===== config.mk =====
export PLATFORM = sky130hd
export DESIGN_NAME = tst_pin_mux
export DESIGN_NICKNAME = d
export VERILOG_FILES = /design/src/rtl/test_pin_pkg.sv /design/src/rtl/tst_pin_mux.sv
export SDC_FILE = /design/constraint.sdc
export NUM_CORES = 1
export LEC_CHECK = 0
export ABC_CLOCK_PERIOD_IN_PS = 800
export CORE_MARGIN = 2
export CORE_UTILIZATION = 17
export DETAILED_ROUTE_END_ITERATION = 12
export PLACE_DENSITY = 0.95
export SLEW_MARGIN = 0
export SYNTH_ARGS = -nofsm -noshare
export SYNTH_HDL_FRONTEND = slang
export SYNTH_SLANG_ARGS = --single-unit

===== constraint.sdc =====
create_clock -name vclk -period 0.8
set_clock_uncertainty 0.05 [all_clocks]
set_input_delay 0.08 -clock vclk [all_inputs]
set_output_delay 0.08 -clock vclk [all_outputs]
set_load 0.02 [all_outputs]

===== src/rtl/test_pin_pkg.sv =====
package test_pin_pkg;
  localparam int unsigned CFG_W  = 32;
  localparam int unsigned NUM_CH = 4;

  // bit positions consumed by the pin decode
  localparam int unsigned OVR_EN_BIT = 16;
  localparam int unsigned IRQ_BIT    = 31;
  localparam int unsigned SYNCO_BIT  = 30;
  localparam int unsigned SCLK_BIT   = 29;
  localparam int unsigned SYNC_TOP   = 28;  // channel k at SYNC_TOP-k
  localparam int unsigned SD1_TOP    = 24;  // channel k at SD1_TOP-k
  localparam int unsigned SIN_TOP    = 7;   // channel k at SIN_TOP-k
  localparam int unsigned DRAM_BIT   = 15;
  localparam int unsigned INT_BIT    = 1;
  localparam int unsigned SELF_BIT   = 0;

  typedef struct packed {
    logic              ovr_en;
    logic              ovr_irq;
    logic              ovr_synco;
    logic              ovr_sclk;
    logic [NUM_CH-1:0] ovr_sync;
    logic [NUM_CH-1:0] ovr_sd1;
    logic [NUM_CH-1:0] sin_sel;
    logic              dram_test;
    logic              int_test;
    logic              self_test;
  } tst_ctl_t;
endpackage


===== src/rtl/tst_pin_mux.sv =====
module tst_pin_mux
  import test_pin_pkg::*;
(
  input  logic              clk_i,
  input  logic              rst_ni,
  input  tst_ctl_t          ctl_i,
  input  logic              sclk_div_sel_i,
  input  logic              irq_i,
  input  logic              sync_out_i,
  input  logic              sclk_i,
  input  logic [NUM_CH-1:0] ch_sync_i,
  input  logic [NUM_CH-1:0] ch_sd1_i,
  input  logic [NUM_CH-1:0] ch_sd2_i,
  input  logic [NUM_CH-1:0] ch_sin_msb_i,
  output logic              irq_pin_o,
  output logic              sync_out_pin_o,
  output logic              sclk_pin_o,
  output logic [NUM_CH-1:0] ch_sync_pin_o,
  output logic [NUM_CH-1:0] ch_sd1_pin_o,
  output logic [NUM_CH-1:0] ch_sd2_pin_o
);
  logic sclk_ovr;
  // an undivided clock cannot be parked on a static level
  assign sclk_ovr       = ctl_i.ovr_en & sclk_div_sel_i;
  assign irq_pin_o      = ctl_i.ovr_en ? ctl_i.ovr_irq   : irq_i;
  assign sync_out_pin_o = ctl_i.ovr_en ? ctl_i.ovr_synco : sync_out_i;
  assign sclk_pin_o     = sclk_ovr     ? ctl_i.ovr_sclk  : sclk_i;

  for (genvar k = 0; k < NUM_CH; k++) begin : g_ch
    assign ch_sync_pin_o[k] = ctl_i.ovr_en ? ctl_i.ovr_sync[k] : ch_sync_i[k];
    assign ch_sd1_pin_o[k]  = ctl_i.ovr_en ? ctl_i.ovr_sd1[k]  : ch_sd1_i[k];
    assign ch_sd2_pin_o[k]  = ctl_i.sin_sel[k] ? ch_sin_msb_i[k] : ch_sd2_i[k];
  end

  a_r3_functional: assert property (@(posedge clk_i) disable iff (!rst_ni)
    !ctl_i.ovr_en |-> (irq_pin_o == irq_i) && (sync_out_pin_o == sync_out_i)
                   && (ch_sync_pin_o == ch_sync_i) && (ch_sd1_pin_o == ch_sd1_i));
  a_r5_sclk_free: assert property (@(posedge clk_i) disable iff (!rst_ni)
    !sclk_div_sel_i |-> sclk_pin_o == sclk_i);
  a_r6_sin_route: assert property (@(posedge clk_i) disable iff (!rst_ni)
    ((ch_sd2_pin_o ^ ch_sin_msb_i) & ctl_i.sin_sel) == '0);
endmodule


==> results.toml <==
[timing]
setup_violations = 11
whs_ns = 0.4492
post-route-period-util_pct = 109.4
tightest_slew_ns = 0.08463
finalHoldViolCount = 0
setup_tns_ns = -0.7650
fmax_ghz = 1.142
grt_setup_unrepaired = "yes"
slew_headroom_pct = 94.34
worst_slack_ns = -0.07553
post-route-min-period_ns = 0.8755
timing.final.max_slew_violations = 0

[setup_path]
path_depth = 4
crit_chain = "buf_12, buf_12, mux2_4, buf_6"
critPathMaxFanout = 5
cpPeakStageDelay_ns = 0.30
cp_common_cell = "buf_12"
startpoint_type = "primary input"
worst_ep_arrival_time_ns = 0.75
cp_slowest_cell = "mux2_4"
path_delay_family = "buffers and inverters"
end_kind = "output pin"
cp.buffers_inverters = 3
worst_ep_required_time_ns = 0.67
crit_type = "in2out"

[drt]
vias = 355
antenna_left = 0
wirelength_um = 991
vias_per_cell = 4.226
drc_errors = 0
routedWlPerCell_um = 11.80
drtIter0Drc = 0
first_pass_iters = 1

[yosys]
synth.most_common_cell = "mux2_4"
synth_area_um2 = 221.5
yosysWarnings = 0
yosys.area.top_type_share_pct = 67.80
synth_cell_types = 4
yosysTopAreaCell = "mux2_4"
synthTopCellsByArea = "mux2_4 68%, mux2_2 25%, buf_6 5.1%, nand2_1 1.7%"
seq_area_frac_synth_pct = 0
synthTopCellsByCount = "10 x mux2_4, 5 x mux2_2, 1 x buf_6, 1 x nand2_1"
synth.avg_cell_area_um2 = 13.03
synthCells = 17
synth_nets = 58

[grt]
antenna_found_initial = 0
grt_usage_pct = 10.27
grt_pass1_vias = 305
grt_max_degree = 6
grt_overflow = 0
grt_pass1_wl_um = 1179

[pwr]
leakagePower_uw = 0.0004194
ir_worst_vdd_uv = 305.4
power_density_mw_per_mm2 = 623.4

[outcome]
violations = "setup timing"
run_status = "complete, but fails checks"

[die]
num_rows = 13
io_pins = 56
initial_utilization_pct = 17.68
die_area_mm2 = 0.001608
chipWidth_um = 40.10
core_mm2 = 0.001252
die_h_um = 40.10

[cells_and_area]
seq_cells = 0
fill_cells = 105
antenna_cells = 0
regArea_um2 = 0
final_cells = 84
n_clock_buffer = 0
drive_gt1_share_pct = 55.07
nets = 112
layout-area-overhead-vs-synth_pct = 253.7
multi_input_area_um2 = 229.0

[placement]
dp_slack_ns = -0.9467
port_buffers = 51
place_inst = 83
gp_congestion = 0.4740

[min_path]
min_path_type = "in2out"
whs_path_depth = 3

[flow_run]
drv_cap = 0
metal layers:
metal	vias to the layer above	part of all wire, %	GRT usage, %
li1	170	-	-
met1	153	30	9.416
met4	0	0	0
met3	0	19	2.222
met2	32	52	22.98
met5	-	0	0
worst min-delay path, cell delays in order:
cell    delay [ns]
buf_2         0.09
mux2_4        0.15
buf_6         0.11
timing repair:
action | in CTS | in global routing
endpoints found under the setup margin | 15 | 11
hold buffers | 0 | 0
cloned | 1 | 0
gates resized for setup | 161 | 1
setup buffers | 0 | 0
pin swaps | 1 | 0
area by class of cell:
class | count | area share (%)
multi-input combinational | 16 | 29.23
tap | 15 | 2.396
timing repair buffer | 53 | 68.37
final timing paths:
path                          end  slack (ns)  startpoint
setup / recovery   sync_out_pin_o       -0.08   ctl_i[18]
hold / removal    ch_sd2_pin_o[0]        0.45    ctl_i[3]
kinds of logic after synthesis:
kind of cell  Yosys count  synth area share, %
mux                    15                93.22
simple gates            1                1.693
buf+inv                 1                5.084
cell usage in the layout (no fill, tap or decap):
cell              n
mux2_4           15
nand2_1           1
buf_6            15
clkdlybuf4s15_1   9
dlygate4sd2_1    21
buf_2             5
buf_16            1
buf_12            2
report_power, final:
part | internal, uW | switching (uW) | leakage [uW]
clock | 0 | 0 | 0
combinational | 318 | 171 | 0.000419
sequential | 0 | 0 | 0
per-stage QoR:
stage	util, %	power [uW]	area, um^2
floorplan	-	190.3	221.5
global placement	60.64	479.2	759.5
detailed placement	60.64	486.8	759.5
CTS	62.14	488.9	778.2
global route	62.54	516.0	783.3
finish	62.54	488.3	783.3
(Power assumes the default switching activity.)
